--- src/rtl/pirq_pkg.sv ---
package pirq_pkg;
   // Bit positions inside the peripheral flag register and the enable register
   localparam int TRIP_BIT = 0;
   localparam int SYNC_BIT = 1;
   localparam int PER_W    = 2;

   // Address of the peripheral flag register
   localparam int PER_ADDR = 0;

   // Port p lives directly above the peripheral flag register
   function automatic int port_addr(input int p);
      return p + 1;
   endfunction
endpackage

--- src/rtl/pirq_flag_bank.sv ---
module pirq_flag_bank #(
   parameter int W = 8
) (
   input  logic         clk,
   input  logic         rst_n,
   input  logic [W-1:0] set,
   input  logic         clr,
   output logic [W-1:0] q
);
   logic [W-1:0] kept;

   // a clearing read drops old bits, same-cycle sets always win
   assign kept = clr ? '0 : q;

   always_ff @(posedge clk or negedge rst_n) begin
      if (!rst_n) q <= '0;
      else        q <= kept | set;
   end
endmodule

--- src/rtl/pirq_enable_reg.sv ---
module pirq_enable_reg #(
   parameter int DATA_W = 8,
   parameter int EN_W   = 2
) (
   input  logic              clk,
   input  logic              rst_n,
   input  logic              wr,
   input  logic [DATA_W-1:0] wdata,
   output logic [EN_W-1:0]   en
);
   logic unused_hi;

   if (DATA_W > EN_W) begin : g_hi
      assign unused_hi = ^wdata[DATA_W-1:EN_W];
   end else begin : g_nohi
      assign unused_hi = 1'b0;
   end

   always_ff @(posedge clk or negedge rst_n) begin
      if (!rst_n)  en <= '0;
      else if (wr) en <= wdata[EN_W-1:0];
   end
endmodule

--- src/rtl/pirq_rd_mux.sv ---
module pirq_rd_mux
   import pirq_pkg::*;
#(
   parameter int DATA_W    = 8,
   parameter int PORT_W    = 8,
   parameter int NUM_PORTS = 2,
   parameter int ADDR_W    = 2
) (
   input  logic [ADDR_W-1:0]           addr,
   input  logic                        rd,
   input  logic [PER_W-1:0]            per_q,
   input  logic [NUM_PORTS*PORT_W-1:0] port_q,
   input  logic [PER_W-1:0]            en_q,
   output logic [DATA_W-1:0]           rdata
);
   localparam logic [ADDR_W-1:0] EN_A  = {ADDR_W{1'b1}};
   localparam logic [ADDR_W-1:0] PER_A = ADDR_W'(PER_ADDR);

   always_comb begin
      rdata = '0;
      if (rd) begin
         if (addr == PER_A) rdata[PER_W-1:0] = per_q;
         if (addr == EN_A)  rdata[PER_W-1:0] = en_q;
         for (int p = 0; p < NUM_PORTS; p++) begin
            if (addr == ADDR_W'(port_addr(p)))
               rdata[PORT_W-1:0] = port_q[p*PORT_W +: PORT_W];
         end
      end
   end
endmodule

--- src/rtl/periph_irq_merge.sv ---
module periph_irq_merge
   import pirq_pkg::*;
#(
   parameter int DATA_W    = 8,
   parameter int PORT_W    = 8,
   parameter int NUM_PORTS = 2,
   parameter int ADDR_W    = 2,
   parameter bit IRQ_REG   = 1'b0
) (
   input  logic                        clk,
   input  logic                        rst_n,
   input  logic                        trip_evt,
   input  logic                        sync_evt,
   input  logic [NUM_PORTS*PORT_W-1:0] pin_evt,
   input  logic [ADDR_W-1:0]           bus_addr,
   input  logic                        bus_rd,
   input  logic                        bus_wr,
   input  logic [DATA_W-1:0]           bus_wdata,
   output logic [DATA_W-1:0]           bus_rdata,
   output logic                        irq_n
);
   localparam logic [ADDR_W-1:0] EN_A  = {ADDR_W{1'b1}};
   localparam logic [ADDR_W-1:0] PER_A = ADDR_W'(PER_ADDR);
   localparam int                ALL_W = PER_W + NUM_PORTS * PORT_W;

   // elaboration checks on the parameter set
   if (DATA_W < PORT_W || DATA_W < PER_W) begin : g_bad_width
      $error("periph_irq_merge: DATA_W must cover PORT_W and the peripheral flags");
   end
   if (NUM_PORTS < 1 || NUM_PORTS + 2 > (1 << ADDR_W)) begin : g_bad_map
      $error("periph_irq_merge: address space cannot hold the port registers");
   end

   logic [PER_W-1:0]            per_q;
   logic [PER_W-1:0]            per_set;
   logic [PER_W-1:0]            en_q;
   logic [NUM_PORTS*PORT_W-1:0] port_q;
   logic                        any_flag;

   // enable register
   pirq_enable_reg #(.DATA_W(DATA_W), .EN_W(PER_W)) u_en (
      .clk   (clk),
      .rst_n (rst_n),
      .wr    (bus_wr && bus_addr == EN_A),
      .wdata (bus_wdata),
      .en    (en_q)
   );

   // peripheral flags, gated by their enables
   always_comb begin
      per_set           = '0;
      per_set[TRIP_BIT] = trip_evt && en_q[TRIP_BIT];
      per_set[SYNC_BIT] = sync_evt && en_q[SYNC_BIT];
   end

   pirq_flag_bank #(.W(PER_W)) u_per (
      .clk   (clk),
      .rst_n (rst_n),
      .set   (per_set),
      .clr   (bus_rd && bus_addr == PER_A),
      .q     (per_q)
   );

   // one flag bank per port
   for (genvar p = 0; p < NUM_PORTS; p++) begin : g_port
      localparam logic [ADDR_W-1:0] PA = ADDR_W'(port_addr(p));
      pirq_flag_bank #(.W(PORT_W)) u_bank (
         .clk   (clk),
         .rst_n (rst_n),
         .set   (pin_evt[p*PORT_W +: PORT_W]),
         .clr   (bus_rd && bus_addr == PA),
         .q     (port_q[p*PORT_W +: PORT_W])
      );
   end

   pirq_rd_mux #(
      .DATA_W(DATA_W), .PORT_W(PORT_W), .NUM_PORTS(NUM_PORTS), .ADDR_W(ADDR_W)
   ) u_mux (
      .addr   (bus_addr),
      .rd     (bus_rd),
      .per_q  (per_q),
      .port_q (port_q),
      .en_q   (en_q),
      .rdata  (bus_rdata)
   );

   logic [ALL_W-1:0] all_flags;
   assign all_flags = {port_q, per_q};
   assign any_flag  = |all_flags;

   // request output: direct level or one retiming register
   if (IRQ_REG) begin : g_irq_reg
      logic irq_q;
      always_ff @(posedge clk or negedge rst_n) begin
         if (!rst_n) irq_q <= 1'b1;
         else        irq_q <= ~any_flag;
      end
      assign irq_n = irq_q;
   end else begin : g_irq_comb
      assign irq_n = ~any_flag;
   end
endmodule

--- config.mk ---
export PLATFORM = sky130hd
export DESIGN_NAME = periph_irq_merge
export DESIGN_NICKNAME = d
export VERILOG_FILES = /design/src/rtl/pirq_pkg.sv /design/src/rtl/pirq_flag_bank.sv /design/src/rtl/pirq_enable_reg.sv /design/src/rtl/pirq_rd_mux.sv /design/src/rtl/periph_irq_merge.sv
export SDC_FILE = /design/constraint.sdc
export NUM_CORES = 1
export LEC_CHECK = 0
export BUFFER_PORTS_ARGS = -buffer_cell sky130_fd_sc_hd__buf_2
export CAP_MARGIN = 20
export CORE_UTILIZATION = 32
export CTS_CLUSTER_DIAMETER = 30
export DETAILED_ROUTE_END_ITERATION = 8
export GPL_ROUTABILITY_DRIVEN = 0
export PLACE_DENSITY = 0.69
export SYNTH_ARGS = -nofsm -noshare
export SYNTH_HDL_FRONTEND = slang
export SYNTH_SLANG_ARGS = --single-unit
--- constraint.sdc ---
create_clock -name clk -period 1.9 [get_ports clk]
set_input_delay 0.38 -clock clk [delete_from_list [all_inputs] [get_ports clk]]
set_output_delay 0.38 -clock clk [all_outputs]
set_load 0.03 [all_outputs]
==> results of run 1 <==
## cells in the mapped netlist (all sizes together)
| cell type | count | share of area, % |
|---|---|---|
| a21o | 16 | 14 |
| nand3b | 2 | 1.7 |
| and3b | 2 | 2.0 |
| buf | 1 | 1.3 |
| mux2 | 2 | 2.5 |
| or3b | 1 | 0.98 |
| nor4 | 4 | 3.5 |
| mux4 | 2 | 5.1 |
| nand3 | 2 | 1.1 |
| and2 | 2 | 1.4 |
| a22o | 8 | 8.0 |
| dfrtp | 20 | 56 |
| or4 | 1 | 1.3 |
| clkbuf | 3 | 1.4 |
## per-layer routing
layer	wire, um	GRT usage [%]	share of wire (%)
met2	1100	25.7	53
met1	822	19.9	40
met3	123	1.94	6.0
met5	0	0	0
met4	13	7.69	0.63
## flip-flops by register name, summed over array words and instances (netlist names)
signal and count:
g_port.u_bank.q 16, u_en.en 2, u_per.q 2
## what timing repair did
item / 4_1_cts / 5_1_grt
endpoints found under the setup margin: 2 / 3
pin swaps: 4 / 1
buffers inserted: 5 / 1
gates resized for setup: 5 / 5
## per-stage QoR
stage	setup TNS (ns)	hold slack [ns]	power (mW)
2_1_floorplan	0	0.0844	0.589
3_3_place_gp	0	0.344	0.648
3_5_place_dp	0	0.349	0.653
4_1_cts	-0.125	0.00184	1.01
5_1_grt	-0.213	0.0147	1.06
6_report	-0.131	-0.00885	1.02
## worst paths after layout
kind,end
hold reg to reg,g_port[1].u_bank.q[3]$_DFF_PN0_
min in group clk,g_port[1].u_bank.q[6]$_DFF_PN0_
hold / removal,g_port[0].u_bank.q[6]$_DFF_PN0_
setup reg to reg,g_port[1].u_bank.q[1]$_DFF_PN0_
setup / recovery,irq_n
max in group asynchronous,u_en.en[1]$_DFFE_PN0P_
## logic make-up (layout without fill, tap and decap cells)
| kind of cell | count (synthesis) | in the layout | share of synthesized area [%] |
|---|---|---|---|
| muxes | 4 | 4 | 7.58 |
| buffers and inverters | 4 | 44 | 2.67 |
| and+or+nand+nor | 14 | 14 | 11.9 |
| AOI/OAI and AO/OA | 24 | 24 | 21.6 |
| DFF | 20 | 20 | 56.2 |
## placed cells by master (no fill, tap or decap), drive strengths merged
| cell | n |
|---|---|
| nor4 | 4 |
| a22o | 8 |
| or4 | 1 |
| or3b | 1 |
| bufinv | 1 |
| nand3 | 2 |
| and3b | 2 |
| a21o | 16 |
| mux4 | 2 |
| and2 | 2 |
| nand3b | 2 |
| clkbuf | 3 |
| mux2 | 2 |
| dfrtp | 20 |
| buf | 40 |
## worst max-delay path: stages (launching register included)
cell and delay [ns]:
sky130_fd_sc_hd__dfrtp_1 0.42, sky130_fd_sc_hd__nor4_2 0.30, sky130_fd_sc_hd__nand3_1 0.16, sky130_fd_sc_hd__nor4_4 0.26, sky130_fd_sc_hd__buf_4 0.21
## power groups by stage
stage | logic (mW) | registers, mW | clock network (mW)
2_1_floorplan | 0.101 | 0.489 | 0
3_3_place_gp | 0.151 | 0.497 | 0
3_5_place_dp | 0.154 | 0.499 | 0
4_1_cts | 0.168 | 0.490 | 0.356
5_1_grt | 0.191 | 0.495 | 0.371
6_report | 0.176 | 0.491 | 0.349
## area by class of cell
class | instances | area, um^2
flip-flops and latches | 20 | 500
repair buffers | 40 | 230
well taps | 30 | 37.5
fillers | 247 | 1330
clock buffers | 3 | 22.5
multi-input cells | 42 | 393
clock inverters | 1 | 30.0
==> impl_metrics.json, run 1 <==
{
  "switching_power_mw": 0.249,
  "final_nets": 139,
  "timing.reg2reg.worst_path_depth": 2,
  "syn_nets": 98,
  "drt_first_pass_iters": 7,
  "gr-total-overflow": 0,
  "tightest_slew_ns": 0.437,
  "p_int_mw": 0.767,
  "layout-drive-gt1-share_pct": 52.8,
  "vias": 732,
  "min_period_ns": 2.03,
  "crit_fanout": 2,
  "postSynthRegisterBits": 20,
  "boundaryPins": 41,
  "synth_sequential_area_ratio_pct": 56.2,
  "timing.final.hold_violations": 12,
  "seq_power_share_pct": 48.3,
  "io_buffer_count": 34,
  "min_path_type": "in2async",
  "worst_reg2reg_path_startpoint": "g_port[1].u_bank.q[1]$_DFF_PN0_",
  "instances_no_fill": 136,
  "viasPerCell": 5.38,
  "status": "finished with violations",
  "cts_htree_levels": 1,
  "final_antenna_net_count": 0,
  "initial_core_utilization_pct": 35.0,
  "holdWs_ns": -0.00885,
  "finalWorstSetupSlack_ns": -0.131,
  "drt-wirelength-per-cell_um": 15.1,
  "die_height_um": 54.8,
  "tritoncts_clock_tree": "yes",
  "critPathRequiredTime_ns": 1.52,
  "routed_wl_mm": 2.06,
  "first_pass_grt_wire_length_mm": 3.24,
  "placed_area_um2": 1080,
  "clock_path_buffers": 2,
  "cts-hold-fix-buffers": 0,
  "startpoint_type": "flip-flop",
  "critPathArrivalTime_ns": 1.65,
  "criticalPathCategory": "reg2out",
  "rsz0062_at_grt": "yes",
  "syn2layout_area_growth_pct": 36.2,
  "cts-buffers-inserted": 3,
  "pwr_dens_nw_per_um2": 837,
  "clkTransAtPathRegs_ns": 0.12,
  "clock_latency_ns": 0.30,
  "grt_overall_usage_pct": 15.6,
  "power_frac_comb_pct": 17.3,
  "dp.final_hpwl_mm": 1.49,
  "reg2reg_slack_ns": 1.08,
  "synthCells": 66,
  "fin_skew_ns": 0.000629,
  "pin_count_of_the_biggest_net_entering_global_routing": 21,
  "die_area_um2": 3000,
  "ir_worst_vdd_uv": 564,
  "pwr-share-clk_pct": 34.3,
  "fp.coreArea_um2": 2540,
  "yosysWarningCount": 0,
  "number_of_violations_of_the_max_capacitance_limit": 0,
  "mappedNetlistArea_um2": 891,
  "drc_errors": 0,
  "ctsRootBufferMaster": "sky130_fd_sc_hd__clkbuf_4",
  "report.final.slew_viol_count": 0,
  "number_of_cells_after_detailed_placement": 126,
  "finalCoreUtilization_pct": 47.7,
  "switching_share_pct": 24.5,
  "finalSetupViolCount": 1,
  "final_design_area_no_fill_um2": 1210,
  "critical_path.startpoint": "g_port[0].u_bank.q[7]$_DFF_PN0_",
  "floorplan.rows": 18,
  "yosys.cell_types.count": 18,
  "number_of_global_route_vias_before_repair": 729,
  "worstSetupEndpointType": "output port",
  "avgSynthCellArea_um2": 13.5,
  "fin_crit_sh_pct": 107,
  "fmaxAchievable_mhz": 492,
  "die-width_um": 54.8,
  "max_transition_margin_pct": 70.9,
  "p_leak_nw": 0.545,
  "pre_cts_ws_ns": 0.109,
  "insertedDiodeCount": 0,
  "violated_checks": "hold timing, setup timing",
  "drtIter0Drc": 9,
  "cts.sink_count": 20,
  "initial_antenna_violation_count": 0
}
Power figures use the tool's default switching activity.
==> run 2, diff against run 1 <==
==> constraint.sdc (replaced) <==
create_clock -name clk -period 1.93 [get_ports clk]
set_input_delay 0.579 -clock clk [delete_from_list [all_inputs] [get_ports clk]]
set_output_delay 0.579 -clock clk [all_outputs]
set_load 0.03 [all_outputs]
==> impl_metrics.json, run 2 (synthesized netlist as in run 1, its figures left out) <==
{
  "status": "finished with violations",
  "violated_checks": "setup timing",
  "critPathRequiredTime_ns": 1.35,
  "finalWorstSetupSlack_ns": -0.249,
  "ir_worst_vdd_uv": 494,
  "die_height_um": 54.8,
  "dp.final_hpwl_mm": 1.52,
  "crit_fanout": 2,
  "routed_wl_mm": 1.98,
  "final.fill_count": 243,
  "ctsRootBufferMaster": "sky130_fd_sc_hd__clkbuf_4",
  "layout-drive-gt1-share_pct": 59.6,
  "instances_no_fill": 139,
  "met2_wirelength_mm": 1.05,
  "p_int_mw": 0.686,
  "pwr_dens_nw_per_um2": 714,
  "power_frac_comb_pct": 22.0,
  "switching_power_mw": 0.244,
  "pre_cts_ws_ns": -0.223,
  "die_area_um2": 3000,
  "rsz0062_at_grt": "yes",
  "cts.sink_count": 20,
  "clock_latency_ns": 0.30,
  "drt_first_pass_iters": 4,
  "boundaryPins": 41,
  "max_transition_margin_pct": 70.6,
  "worst_reg2reg_path_startpoint": "u_en.en[1]$_DFFE_PN0P_",
  "grt_overall_usage_pct": 16.0,
  "number_of_violations_of_the_max_capacitance_limit": 0,
  "floorplan.rows": 18,
  "vias": 747,
  "p_total_mw": 0.930,
  "io_buffer_count": 34,
  "drtIter0Drc": 10,
  "number_of_cells_after_detailed_placement": 132,
  "finalSetupViolCount": 9,
  "drt-wirelength-per-cell_um": 14.3,
  "insertedDiodeCount": 0,
  "mostFrequentLayoutCells": "sky130_fd_sc_hd__buf_2, sky130_fd_sc_hd__dfrtp_1, sky130_fd_sc_hd__a21o_1, sky130_fd_sc_hd__buf_6, sky130_fd_sc_hd__buf_4",
  "viasPerCell": 5.37,
  "largest_register_ffs": 16,
  "cp_slowest_stage_delay_ns": 0.55,
  "fin_skew_ns": 0.00337,
  "number_of_global_route_vias_before_repair": 759,
  "tightest_slew_ns": 0.442,
  "drc_errors": 0,
  "fin_crit_sh_pct": 113,
  "final_antenna_net_count": 0,
  "fmaxAchievable_mhz": 459,
  "startpoint_type": "flip-flop",
  "register_bank_with_the_most_flops": "g_port.u_bank.q",
  "cts-buffers-inserted": 3,
  "tritoncts_clock_tree": "yes",
  "routed-wl-met3_um": 107,
  "ff_to_ff_end": "u_en.en[1]$_DFFE_PN0P_",
  "top_layer_used": "met4",
  "min_period_ns": 2.18,
  "timing.final.hold_violations": 0,
  "min_path_type": "in2async",
  "cts_htree_levels": 1,
  "seq_power_share_pct": 51.9,
  "fp.coreArea_um2": 2540,
  "biggestRegsByFlops": "g_port.u_bank.q: 16 flops, u_en.en: 2 flops, u_per.q: 2 flops",
  "cp_slowest_cell": "sky130_fd_sc_hd__or4_4",
  "first_pass_grt_wire_length_mm": 3.31,
  "layout_commonest_cell": "sky130_fd_sc_hd__buf_2",
  "clkTransAtPathRegs_ns": 0.11,
  "clock_path_buffers": 2,
  "final_nets": 142,
  "report.final.slew_viol_count": 0,
  "initial_core_utilization_pct": 35.0,
  "criticalPathCategory": "reg2out",
  "crit_chain": "or4_4 -> nor4_4 -> buf_6",
  "switching_share_pct": 26.2,
  "gr-total-overflow": 0,
  "die-width_um": 54.8,
  "syn2layout_area_growth_pct": 46.2,
  "worstSetupEndpointType": "output port",
  "critPathArrivalTime_ns": 1.60,
  "pwr-share-clk_pct": 26.2,
  "met1Wirelength_um": 781,
  "p_leak_nw": 0.578,
  "initial_antenna_violation_count": 0,
  "pin_count_of_the_biggest_net_entering_global_routing": 21,
  "timing.reg2reg.worst_path_depth": 2,
  "reg2reg_slack_ns": 1.03
}
==> run 2: changes by cell type in the layout (fill, tap and decap cells not counted), sizes merged <==
cell    previous run  this run
bufinv             1         0
buf               40        43
clkbuf             3         4
==> run 2: timing repair <==
item / CTS / global route
endpoints found under the setup margin: 9 / 9
resized for setup: 26 / 1
hold buffers: 0 / 0
setup buffers: 2 / 1
pin swaps: 9 / 1
==> run 2: final cells by class <==
cell class              instances  area [um^2]  share of cell area (%)
repair buffers                 43          313                    24.0
multi-input cells              42          415                    31.9
clock buffers                   4         36.3                    2.79
well taps                      30         37.5                    2.88
flip-flops and latches         20          500                    38.4
==> run 2: how the worst max path moves through the flow <==
stage | slack (ns) | endpoint | from
floorplan | -0.03 | bus_rdata[2] | bus_addr[1]
global placement | -0.21 | bus_rdata[4] | bus_addr[0]
detailed placement | -0.22 | bus_rdata[4] | bus_addr[0]
CTS | -0.26 | irq_n | g_port[0].u_bank.q[2]$_DFF_PN0_
global route | -0.32 | irq_n | g_port[1].u_bank.q[0]$_DFF_PN0_
finish | -0.25 | irq_n | g_port[0].u_bank.q[2]$_DFF_PN0_
==> run 2: metal layers <==
layer	vias up	track usage (%)
li1	343	-
met1	373	20.0
met2	26	26.7
met3	5	2.50
met4	0	7.69
met5	-	0
==> run 2: power by group through the flow <==
stage | sequential (mW) | clock [mW] | combinational, mW
floorplan | 0.481 | 0 | 0.107
global placement | 0.489 | 0 | 0.165
detailed placement | 0.491 | 0 | 0.169
CTS | 0.482 | 0.249 | 0.205
global route | 0.487 | 0.269 | 0.219
finish | 0.482 | 0.243 | 0.204
==> run 2: stage by stage <==
step / area (um^2) / TNS [ns] / utilization [%] / hold WS [ns]
final: 1300 / -1.07 / 51.2 / 0.197
after CTS: 1290 / -0.992 / 50.7 / 0.212
after global routing: 1300 / -1.37 / 51.2 / 0.213
after floorplan: 918 / -0.159 / - / 0.283
after detailed placement: 1150 / -1.72 / 45.1 / 0.495
after global placement: 1150 / -1.66 / 45.1 / 0.489
==> run 2: critical path: cells and delay by family (launching register included) <==
family                 cells  cell delay [ns]
DFF                        1             0.40
and+or+nand+nor            2             0.73
buffers and inverters      1             0.17
==> run 3, diff against run 2 <==
ABC_AREA = 1   (was unset)
PLACE_DENSITY = 0.68   (was 0.69)
clock period = 2.4 ns   (was 1.93 ns; I/O delays follow)
==> impl_metrics.json, run 3 <==
{
  "status": "finished with violations",
  "violated_checks": "DRC",
  "final_nets": 193,
  "vias": 888,
  "startpoint_type": "input pin",
  "mappedNetlistArea_um2": 986,
  "switching_share_pct": 27.7,
  "clock_latency_ns": 0.30,
  "yosys-top-cells-count": "sky130_fd_sc_hd__inv_1, sky130_fd_sc_hd__dfrtp_1, sky130_fd_sc_hd__nand2_1",
  "cp_slowest_cell": "sky130_fd_sc_hd__buf_2",
  "syn_nets": 150,
  "timing.reg2reg.worst_path_depth": 1,
  "power_frac_comb_pct": 19.2,
  "synthCells": 118,
  "worst_reg2reg_path_startpoint": "g_port[0].u_bank.q[0]$_DFF_PN0_",
  "pin_count_of_the_biggest_net_entering_global_routing": 21,
  "fin_skew_ns": 0.000188,
  "number_of_violations_of_the_max_capacitance_limit": 0,
  "drt-wirelength-per-cell_um": 10.9,
  "boundaryPins": 41,
  "synthMostInstantiatedCell": "sky130_fd_sc_hd__inv_1",
  "die-width_um": 57.5,
  "drt_first_pass_iters": 6,
  "floorplan.rows": 19,
  "fin_crit_sh_pct": 96.5,
  "syn2layout_area_growth_pct": 28.8,
  "max_transition_margin_pct": 70.5,
  "ir_worst_vdd_uv": 308,
  "number_of_global_route_vias_before_repair": 842,
  "mostFrequentLayoutCells": "sky130_fd_sc_hd__buf_2, sky130_fd_sc_hd__inv_1, sky130_fd_sc_hd__nand2_1, sky130_fd_sc_hd__dfrtp_1, sky130_fd_sc_hd__o21bai_1",
  "worstSetupEndpointType": "output port",
  "first_pass_grt_wire_length_mm": 3.53,
  "cp_slowest_stage_delay_ns": 0.22,
  "io_buffer_count": 34,
  "crit_top_cell": "sky130_fd_sc_hd__buf_2",
  "cts_htree_levels": 1,
  "insertedDiodeCount": 0,
  "biggestRegsByFlops": "g_port.u_bank.q: 16 flops, u_en.en: 2 flops, u_per.q: 2 flops",
  "die_area_um2": 3310,
  "die_height_um": 57.5,
  "tightest_slew_ns": 0.443,
  "report.final.slew_viol_count": 0,
  "async_reset_ff_share_pct": 100,
  "dp.final_hpwl_mm": 1.67,
  "netlist.top_cell.by_area": "sky130_fd_sc_hd__dfrtp_1",
  "clock_path_buffers": 2,
  "finalWorstSetupSlack_ns": 0.0835,
  "yosys.area.top_type_share_pct": 50.8,
  "largest_register_ffs": 16,
  "cts-buffers-inserted": 3,
  "layout_commonest_cell": "sky130_fd_sc_hd__buf_2",
  "ys_dominant_reg_cell": "sky130_fd_sc_hd__dfrtp_1",
  "seq_power_share_pct": 53.4,
  "drc_errors": 3,
  "final_antenna_net_count": 0,
  "initial_core_utilization_pct": 34.9,
  "cts-hold-fix-buffers": 0,
  "yosysWarningCount": 0,
  "critPathArrivalTime_ns": 1.60,
  "ctsRootBufferMaster": "sky130_fd_sc_hd__clkbuf_4",
  "p_int_mw": 0.510,
  "register_bank_with_the_most_flops": "g_port.u_bank.q",
  "rsz0062_at_grt": "no",
  "pre_cts_ws_ns": 0.0694,
  "p_total_mw": 0.705,
  "timing.final.hold_violations": 0,
  "critPathRequiredTime_ns": 1.68,
  "postSynthRegisterBits": 20,
  "drtIter0Drc": 34,
  "initial_antenna_violation_count": 0,
  "fp.coreArea_um2": 2830,
  "viasPerCell": 4.65,
  "synth_top_cells_by_area": "sky130_fd_sc_hd__dfrtp_1, sky130_fd_sc_hd__o21bai_1, sky130_fd_sc_hd__inv_1",
  "yosys.cell_types.count": 17,
  "min_period_ns": 2.32,
  "pwr-share-clk_pct": 27.4,
  "crit_fanout": 6,
  "finalSetupViolCount": 0,
  "avgSynthCellArea_um2": 8.36,
  "routed_wl_mm": 2.08,
  "clkTransAtPathRegs_ns": 0.11,
  "switching_power_mw": 0.195,
  "fmaxAchievable_mhz": 432,
  "criticalPathCategory": "in2out",
  "grt_overall_usage_pct": 14.1,
  "critical_path.startpoint": "bus_addr[0]",
  "pwr_dens_nw_per_um2": 555,
  "synth_sequential_area_ratio_pct": 50.8,
  "p_leak_nw": 0.756,
  "tns_setup_ns": 0,
  "min_path_type": "in2async",
  "layout-drive-gt1-share_pct": 31.9,
  "cts.sink_count": 20,
  "synth-edff-count": 0,
  "gr-total-overflow": 0,
  "tritoncts_clock_tree": "yes",
  "crit_chain": "buf_2 -> inv_1 -> nand2_2 -> nor2_4 -> buf_4 -> nand2_1 -> o21ai_0 -> buf_2"
}
[run 3: cell count changes in the layout (fill, tap and decap cells not counted), sizes merged, moves of 8 or more]
cell	change
nand2	+25
o21ai	+9
o21bai	+15
nor2	+14
a22o	-8
inv	+25
a21o	-15
[run 3: path summary, 6_finish.rpt]
check                                             endpoint  slack (ns)
setup / recovery                              bus_rdata[2]        0.08
min in group clk                      u_per.q[1]$_DFF_PN0_        0.52
hold reg to reg                       u_per.q[1]$_DFF_PN0_        0.52
hold / removal             g_port[0].u_bank.q[6]$_DFF_PN0_        0.35
setup reg to reg           g_port[0].u_bank.q[0]$_DFF_PN0_        1.71
max in group asynchronous  g_port[1].u_bank.q[0]$_DFF_PN0_        1.75
[run 3: through the flow]
stage	cell area, um^2	util [%]	std cells	hold slack, ns
floorplan	986	-	118	0.424
finish	1270	44.9	191	0.346
detailed placement	1220	43.2	187	0.501
global placement	1220	43.2	187	0.481
CTS	1260	44.4	191	0.348
global route	1270	44.9	191	0.356
[run 3: what timing repair did]
action | 4_1_cts | 5_1_grt
hold endpoints to repair | 0 | 0
resized for setup | 0 | 6
buffers inserted | 0 | 0
endpoints found under the setup margin | 0 | 5
[run 3: layout make-up]
cell class                      instances  area [um^2]
Tap cell                               31         38.8
Sequential cell                        20          500
Inverter                               25         96.3
Timing Repair Buffer                   39          220
Multi-Input combinational cell         72          378
Clock buffer                            4         36.3
Fill cell                             289         1560
[run 3: power groups by stage]
stage / Clock (mW) / Sequential [mW] / Combinational (mW)
2_1_floorplan: 0 / 0.379 / 0.0793
3_3_place_gp: 0 / 0.382 / 0.131
3_5_place_dp: 0 / 0.383 / 0.134
4_1_cts: 0.206 / 0.377 / 0.135
5_1_grt: 0.222 / 0.379 / 0.152
6_report: 0.193 / 0.376 / 0.136
[run 3: cells by family (layout without fill, tap and decap cells)]
kind of cell           count (synthesis)  in the layout  share of synthesized area, %
and+or+nand+nor                       45             45                          20.6
AOI/OAI and AO/OA                     27             27                          17.8
buffers and inverters                 26             68                          10.9
DFF                                   20             20                          50.8
[run 3: per-layer routing]
| layer | up-vias | global-route usage [%] | part of all wire (%) |
|---|---|---|---|
| met3 | 5 | 5.44 | 8.8 |
| met5 | - | 0 | 0 |
| met2 | 39 | 22.4 | 46 |
| met4 | 0 | 4.18 | 1.1 |
| li1 | 449 | - | - |
| met1 | 395 | 17.8 | 44 |
[run 3: worst max-delay path, delay by kind of cell]
family	cells	cell delay [ns]
AND/OR/NAND/NOR	3	0.24
AO/OA/AOI/OAI	1	0.06
buffers and inverters	4	0.57
